**src/rtl/serial_rx_pkg.sv**
```systemverilog
package serial_rx_pkg;
  typedef enum logic [2:0] {
    RX_IDLE  = 3'd0,
    RX_START = 3'd1,
    RX_DATA  = 3'd2,
    RX_PAR   = 3'd3,
    RX_STOP  = 3'd4
  } rx_state_e;

  // bit positions in the status write word
  localparam int unsigned FLG_FULL = 3;
  localparam int unsigned FLG_OVR  = 2;
  localparam int unsigned FLG_FRM  = 1;
  localparam int unsigned FLG_PAR  = 0;
  localparam int unsigned FLG_W    = 4;
endpackage

```
**src/rtl/rx_sync.sv**
```systemverilog
module rx_sync #(
  parameter int STAGES = 2
) (
  input  logic clk,
  input  logic rst_n,
  input  logic d_in,
  output logic d_out
);
  logic [STAGES-1:0] pipe_q;
  logic [STAGES-1:0] pipe_n;

  always_comb begin
    pipe_n = {pipe_q[STAGES-2:0], d_in};
  end

  always_ff @(posedge clk or negedge rst_n) begin
    if (!rst_n) pipe_q <= '1;
    else        pipe_q <= pipe_n;
  end

  assign d_out = pipe_q[STAGES-1];
endmodule

```
**src/rtl/rx_tick.sv**
```systemverilog
module rx_tick #(
  parameter int DIV = 27
) (
  input  logic clk,
  input  logic rst_n,
  output logic tick
);
  localparam int CW = (DIV > 1) ? $clog2(DIV) : 1;
  localparam logic [CW-1:0] LAST = CW'(DIV - 1);

  logic [CW-1:0] cnt_q, cnt_n;
  logic          tick_n;

  always_comb begin
    tick_n = (cnt_q == LAST);
    cnt_n  = tick_n ? '0 : cnt_q + CW'(1);
  end

  always_ff @(posedge clk or negedge rst_n) begin
    if (!rst_n) cnt_q <= '0;
    else        cnt_q <= cnt_n;
  end

  assign tick = tick_n;
endmodule

```
**src/rtl/rx_framer.sv**
```systemverilog
module rx_framer
  import serial_rx_pkg::*;
#(
  parameter int OVS    = 16,
  parameter int DATA_W = 8
) (
  input  logic              clk,
  input  logic              rst_n,
  input  logic              tick,
  input  logic              rxd_s,
  input  logic              par_en,
  input  logic              par_odd,
  output logic              frm_done,
  output logic [DATA_W-1:0] frm_data,
  output logic              frm_stop_bad,
  output logic              frm_par_bad
);
  localparam int CW = $clog2(OVS);
  localparam int BW = (DATA_W > 1) ? $clog2(DATA_W) : 1;
  localparam logic [CW-1:0] MID_CNT = CW'(OVS / 2 - 1);
  localparam logic [CW-1:0] END_CNT = CW'(OVS - 1);
  localparam logic [BW-1:0] LAST_BIT = BW'(DATA_W - 1);

  rx_state_e         st_q, st_n;
  logic [CW-1:0]     cnt_q, cnt_n;
  logic [BW-1:0]     bit_q, bit_n;
  logic [DATA_W-1:0] sh_q, sh_n;
  logic              perr_q, perr_n;
  logic              done_q, done_n;
  logic              fe_q, fe_n;
  logic              pe_q, pe_n;
  logic              at_mid, at_end;

  assign at_mid = (cnt_q == MID_CNT);
  assign at_end = (cnt_q == END_CNT);

  always_comb begin
    st_n   = st_q;
    cnt_n  = cnt_q;
    bit_n  = bit_q;
    sh_n   = sh_q;
    perr_n = perr_q;
    fe_n   = fe_q;
    pe_n   = pe_q;
    done_n = 1'b0;
    if (tick) begin
      case (st_q)
        RX_IDLE: begin
          if (!rxd_s) begin
            st_n  = RX_START;
            cnt_n = '0;
          end
        end
        RX_START: begin
          if (at_mid) begin
            cnt_n  = '0;
            bit_n  = '0;
            perr_n = 1'b0;
            st_n   = rxd_s ? RX_IDLE : RX_DATA;
          end else begin
            cnt_n = cnt_q + CW'(1);
          end
        end
        RX_DATA: begin
          if (at_end) begin
            cnt_n = '0;
            sh_n  = {rxd_s, sh_q[DATA_W-1:1]};
            if (bit_q == LAST_BIT) st_n = par_en ? RX_PAR : RX_STOP;
            else                   bit_n = bit_q + BW'(1);
          end else begin
            cnt_n = cnt_q + CW'(1);
          end
        end
        RX_PAR: begin
          if (at_end) begin
            cnt_n  = '0;
            perr_n = (^sh_q) ^ rxd_s ^ par_odd;
            st_n   = RX_STOP;
          end else begin
            cnt_n = cnt_q + CW'(1);
          end
        end
        RX_STOP: begin
          if (at_end) begin
            cnt_n  = '0;
            done_n = 1'b1;
            fe_n   = ~rxd_s;
            pe_n   = perr_q & par_en;
            st_n   = RX_IDLE;
          end else begin
            cnt_n = cnt_q + CW'(1);
          end
        end
        default: st_n = RX_IDLE;
      endcase
    end
  end

  always_ff @(posedge clk or negedge rst_n) begin
    if (!rst_n) begin
      st_q   <= RX_IDLE;
      cnt_q  <= '0;
      bit_q  <= '0;
      sh_q   <= '0;
      perr_q <= 1'b0;
      done_q <= 1'b0;
      fe_q   <= 1'b0;
      pe_q   <= 1'b0;
    end else begin
      st_q   <= st_n;
      cnt_q  <= cnt_n;
      bit_q  <= bit_n;
      sh_q   <= sh_n;
      perr_q <= perr_n;
      done_q <= done_n;
      fe_q   <= fe_n;
      pe_q   <= pe_n;
    end
  end

  assign frm_done     = done_q;
  assign frm_data     = sh_q;
  assign frm_stop_bad = fe_q;
  assign frm_par_bad  = pe_q;
endmodule

```
**src/rtl/serial_rx_core.sv**
```systemverilog
module serial_rx_core
  import serial_rx_pkg::*;
#(
  parameter int CLK_DIV     = 27,
  parameter int OVS         = 16,
  parameter int DATA_W      = 8,
  parameter int SYNC_STAGES = 2
) (
  input  logic              clk,
  input  logic              rst_n,
  input  logic              rxd,
  input  logic              par_en,
  input  logic              par_odd,
  input  logic              csr_wr,
  input  logic [FLG_W-1:0]  csr_wdata,
  output logic [DATA_W-1:0] rx_data,
  output logic              sts_full,
  output logic              sts_ovr,
  output logic              sts_frm,
  output logic              sts_par
);
  // reset: asserted asynchronously, released on a clock edge
  logic [1:0] rst_pipe_q;
  logic       rst_int_n;

  always_ff @(posedge clk or negedge rst_n) begin
    if (!rst_n) rst_pipe_q <= '0;
    else        rst_pipe_q <= {rst_pipe_q[0], 1'b1};
  end
  assign rst_int_n = rst_pipe_q[1];

  logic              rxd_s, tick;
  logic              f_done, f_fe, f_pe;
  logic [DATA_W-1:0] f_data;

  rx_sync #(.STAGES(SYNC_STAGES)) u_sync (
    .clk(clk), .rst_n(rst_int_n), .d_in(rxd), .d_out(rxd_s)
  );

  rx_tick #(.DIV(CLK_DIV)) u_tick (
    .clk(clk), .rst_n(rst_int_n), .tick(tick)
  );

  rx_framer #(.OVS(OVS), .DATA_W(DATA_W)) u_framer (
    .clk(clk), .rst_n(rst_int_n), .tick(tick), .rxd_s(rxd_s),
    .par_en(par_en), .par_odd(par_odd),
    .frm_done(f_done), .frm_data(f_data),
    .frm_stop_bad(f_fe), .frm_par_bad(f_pe)
  );

  logic [DATA_W-1:0] data_q, data_n;
  logic              full_q, full_n, ovr_q, ovr_n, frm_q, frm_n, par_q, par_n;
  logic [FLG_W-1:0]  keep;
  logic              accept, xfer;

  always_comb begin
    keep   = csr_wr ? csr_wdata : '1;
    accept = f_done & ~(ovr_q | frm_q | par_q);
    xfer   = accept & ~full_q;
    data_n = xfer ? f_data : data_q;
    full_n = (full_q & keep[FLG_FULL]) | (xfer & ~f_fe & ~f_pe);
    ovr_n  = (ovr_q  & keep[FLG_OVR])  | (accept & full_q);
    frm_n  = (frm_q  & keep[FLG_FRM])  | (accept & f_fe);
    par_n  = (par_q  & keep[FLG_PAR])  | (accept & f_pe);
  end

  always_ff @(posedge clk or negedge rst_int_n) begin
    if (!rst_int_n) begin
      data_q <= '0;
      full_q <= 1'b0;
      ovr_q  <= 1'b0;
      frm_q  <= 1'b0;
      par_q  <= 1'b0;
    end else begin
      data_q <= data_n;
      full_q <= full_n;
      ovr_q  <= ovr_n;
      frm_q  <= frm_n;
      par_q  <= par_n;
    end
  end

  assign rx_data  = data_q;
  assign sts_full = full_q;
  assign sts_ovr  = ovr_q;
  assign sts_frm  = frm_q;
  assign sts_par  = par_q;
endmodule

```
**config.mk**
```make
export PLATFORM = sky130hd
export DESIGN_NAME = serial_rx_core
export DESIGN_NICKNAME = d
export VERILOG_FILES = /design/src/rtl/serial_rx_pkg.sv /design/src/rtl/rx_sync.sv /design/src/rtl/rx_tick.sv /design/src/rtl/rx_framer.sv /design/src/rtl/serial_rx_core.sv
export SDC_FILE = /design/constraint.sdc
export NUM_CORES = 1
export LEC_CHECK = 0
export BUFFER_PORTS_ARGS = -buffer_cell sky130_fd_sc_hd__buf_2
export CORE_MARGIN = 2
export CORE_UTILIZATION = 40
export DETAILED_ROUTE_END_ITERATION = 12
export PLACE_DENSITY = 0.68
export SKIP_CTS_REPAIR_TIMING = 1
export SYNTH_ARGS = -nofsm -noshare
export SYNTH_HDL_FRONTEND = slang
export SYNTH_HIERARCHICAL = 1
export SYNTH_SLANG_ARGS = --single-unit
```
**constraint.sdc**
```tcl
create_clock -name clk -period 4.1 [get_ports clk]
set_clock_uncertainty 0.15 [all_clocks]
set_input_delay 0.82 -clock clk [delete_from_list [all_inputs] [get_ports clk]]
set_output_delay 0.82 -clock clk [all_outputs]
set_load 0.01 [all_outputs]
```
==> impl_metrics.ini <==
[run_status]
status = completed

[synthesis]
synth_top_area_share_pct = 49.2
synthArstFlopShare_pct = 100
synthFlopType = dfrtp_1
synth.area.top_cells = dfrtp_1, mux2_2, xnor2_1, ha_1, dfstp_2
ys_types = 48
syn_area_per_cell_um2 = 12.3
syn_nets = 184
synth_edf_count = 0
synthesis.instances = 169
synth_top_area_cell = dfrtp_1
syn_area_mm2 = 0.00208
ys_seq_elements = 43
ys_seq_area_share_pct = 51.8
ys_warn_count = 6

[clock_network]
cts_tree = built
clkTransAtPathRegs_ns = 0.08
clk_path_buf_depth = 2
cts_root_buffer = clkbuf_8
htree_levels = 2
numCtsBuffers = 5
cts.sinks = 43
clock_latency_ns = 0.29

[sta]
rsz0062_at_grt = false
setup_tns_ns = 0
max_freq_mhz = 437
finalMaxSlewViolations = 0
final-hold-violation-count = 0
fin_crit_sh_pct = 55.9
post-route-min-period_ns = 2.29
whs_ns = 0.145
finalSetupViolCount = 0

[grt]
grt_max_degree = 42
overflow = 0
track_usage_pct = 13.5
grt_first_pass_wirelength_mm = 6.41
first_global_vias = 1381
antenna_found_initial = 0

[worst_setup_path]
reg2reg_to = u_framer/frm_data[6]
worst_path_max_delay_cell = dfrtp_1
worst_setup_path_start_kind = flop
path_cells = inv_1 -> ha_1 -> and4b_1 -> nand4_1 -> nor2_2 -> mux2_2
critPathMaxStageDelay_ns = 0.42
worstSetupPathType = flop to flop
worstPathRequired_ns = 4.12
crit_fanout = 8
critical_path_buf_inv_count = 1
r2r_cells = 6
critPathCaptureType = flop
regToRegStartpoint = u_tick/cnt_q[0]
critPathTopFamily = simple AND/OR/NAND/NOR gates
r2r_slack_ns = 1.81
cp.arrival_ns = 2.31

[layout]
diodes = 0
nets = 207
synthToLayoutAreaGrowth_pct = 11.5
drive_above_1_share_pct = 31.1

[drt]
drt_iter0_markers = 93
drt_wl_total_mm = 3.41
vias = 1329
ant_nets = 0
wire_per_inst_um = 13.0
viasPerCell = 5.05
drcViolationCount = 0
first_pass_iters = 4

[worst_hold_path]
min_path_type = input port to async pin

[floorplan]
initial_core_util_pct = 41.1
rows = 26
chipHeight_um = 76.2
fp.dieW_um = 76.2
die-area_mm2 = 0.00580
io_pins = 22
coreArea_mm2 = 0.00507

[power_and_ir_drop]
powerDensity_mw_per_mm2 = 307
leakage_uw = 0.00114
ir_worst_vdd_v = 0.000132

[job]
drv_cap = 0

[placement]
place.gp.congestion = 0.777
io_buffers = 21
post-dp-hpwl_mm = 2.43
-- flip-flops by register name, summed over array words and instances (netlist names), 2 cells and up --
name and flops:
u_tick/cnt_q 5, u_framer/bit_q 3, rx_data 8, rst_pipe_q 2, u_sync/pipe_q 2, u_framer/frm_data 8, u_framer/cnt_q 4, u_framer/st_q 3
-- per-stage QoR --
stage / setup WS (ns) / cell area, um2 / util [%] / instances / total power [uW]
floorplan: 2.06 / 2080 / - / 169 / 454
CTS: 1.78 / 2320 / 45.8 / 263 / 726
global route: 1.64 / 2320 / 45.8 / 263 / 748
global placement: 1.87 / 2240 / 44.1 / 255 / 466
detailed placement: 1.80 / 2240 / 44.1 / 255 / 466
finish: 1.81 / 2320 / 45.8 / 263 / 713
-- worst register-to-register path, stage by stage, from the launching register on --
cell and delay (ns):
dfrtp_1 0.42, inv_1 0.08, ha_1 0.19, and4b_1 0.39, nand4_1 0.19, nor2_2 0.37
mux2_2 0.38
-- layout by cell type, fill, tap and decap left out, types with 2 or more instances in the layout --
master / n
dfrtp_1: 41
buf_2: 21
mux2_2: 20
nor2_1: 8
xnor2_1: 8
inv_1: 7
nand2_1: 7
o21ai_0: 7
nand2b_1: 6
clkbuf_8: 5
ha_1: 5
and3_1: 4
a22o_2: 3
nand4_1: 3
mux2i_1: 3
nand3_1: 3
and4b_1: 3
a21oi_1: 2
a21o_1: 2
a211o_1: 2
a211oi_1: 2
dfstp_2: 2
-- worst max path at each step --
stage | start | to | slack [ns] | cells after the start
after floorplan | u_tick/cnt_q[0] | u_framer/frm_data[0] | 2.06 | 6
after global placement | u_tick/cnt_q[0] | u_framer/frm_data[4] | 1.87 | 6
after detailed placement | u_tick/cnt_q[0] | u_framer/frm_data[6] | 1.80 | 6
after CTS | u_tick/cnt_q[0] | u_framer/frm_data[6] | 1.78 | 6
after global routing | u_tick/cnt_q[0] | u_framer/frm_data[6] | 1.64 | 6
final | u_tick/cnt_q[0] | u_framer/frm_data[6] | 1.81 | 6
-- cell type report --
type | count | area, um2
clock buffers | 6 | 72.6
flip-flops and latches | 43 | 1080
inverters | 7 | 26.3
clock inverters | 2 | 12.5
fillers | 493 | 2750
repair buffers | 22 | 113
multi-input cells | 113 | 932
well taps | 70 | 87.6
-- logic make-up after synthesis --
logic type / Yosys count / share of synthesized area (%)
adders and majority gates: 5 / 3.00
AOI/OAI and AO/OA: 28 / 10.5
xor gates and xnor gates: 10 / 4.86
buffers and inverters: 13 / 3.48
other: 1 / 0.180
and+or+nand+nor: 46 / 14.0
muxes: 23 / 12.3
DFF: 43 / 51.8
-- report_power, final --
group,switching (uW),internal (uW)
sequential,3.90,429
combinational,13.9,9.70
clock,138,119
total,156,557
-- Yosys cell counts, drive strengths merged (2+ instances only) --
library cell / number
a211o: 2
a211oi: 2
a21o: 2
a21oi: 2
a22o: 4
and3: 4
and4b: 3
buf: 4
clkbuf: 2
dfrtp: 41
dfstp: 2
ha: 5
inv: 7
mux2: 20
mux2i: 3
nand2: 7
nand2b: 6
nand3: 4
nand4: 3
nor2: 9
o21ai: 7
xnor2: 8
-- layer usage --
layer	track usage, %	wire length, um	up-vias
met3	2.73	102	6
met5	0	0	-
li1	-	-	659
met1	17.8	1590	643
met4	5.45	72	0
met2	22.1	1640	21
Power figures use the tool's default switching activity.
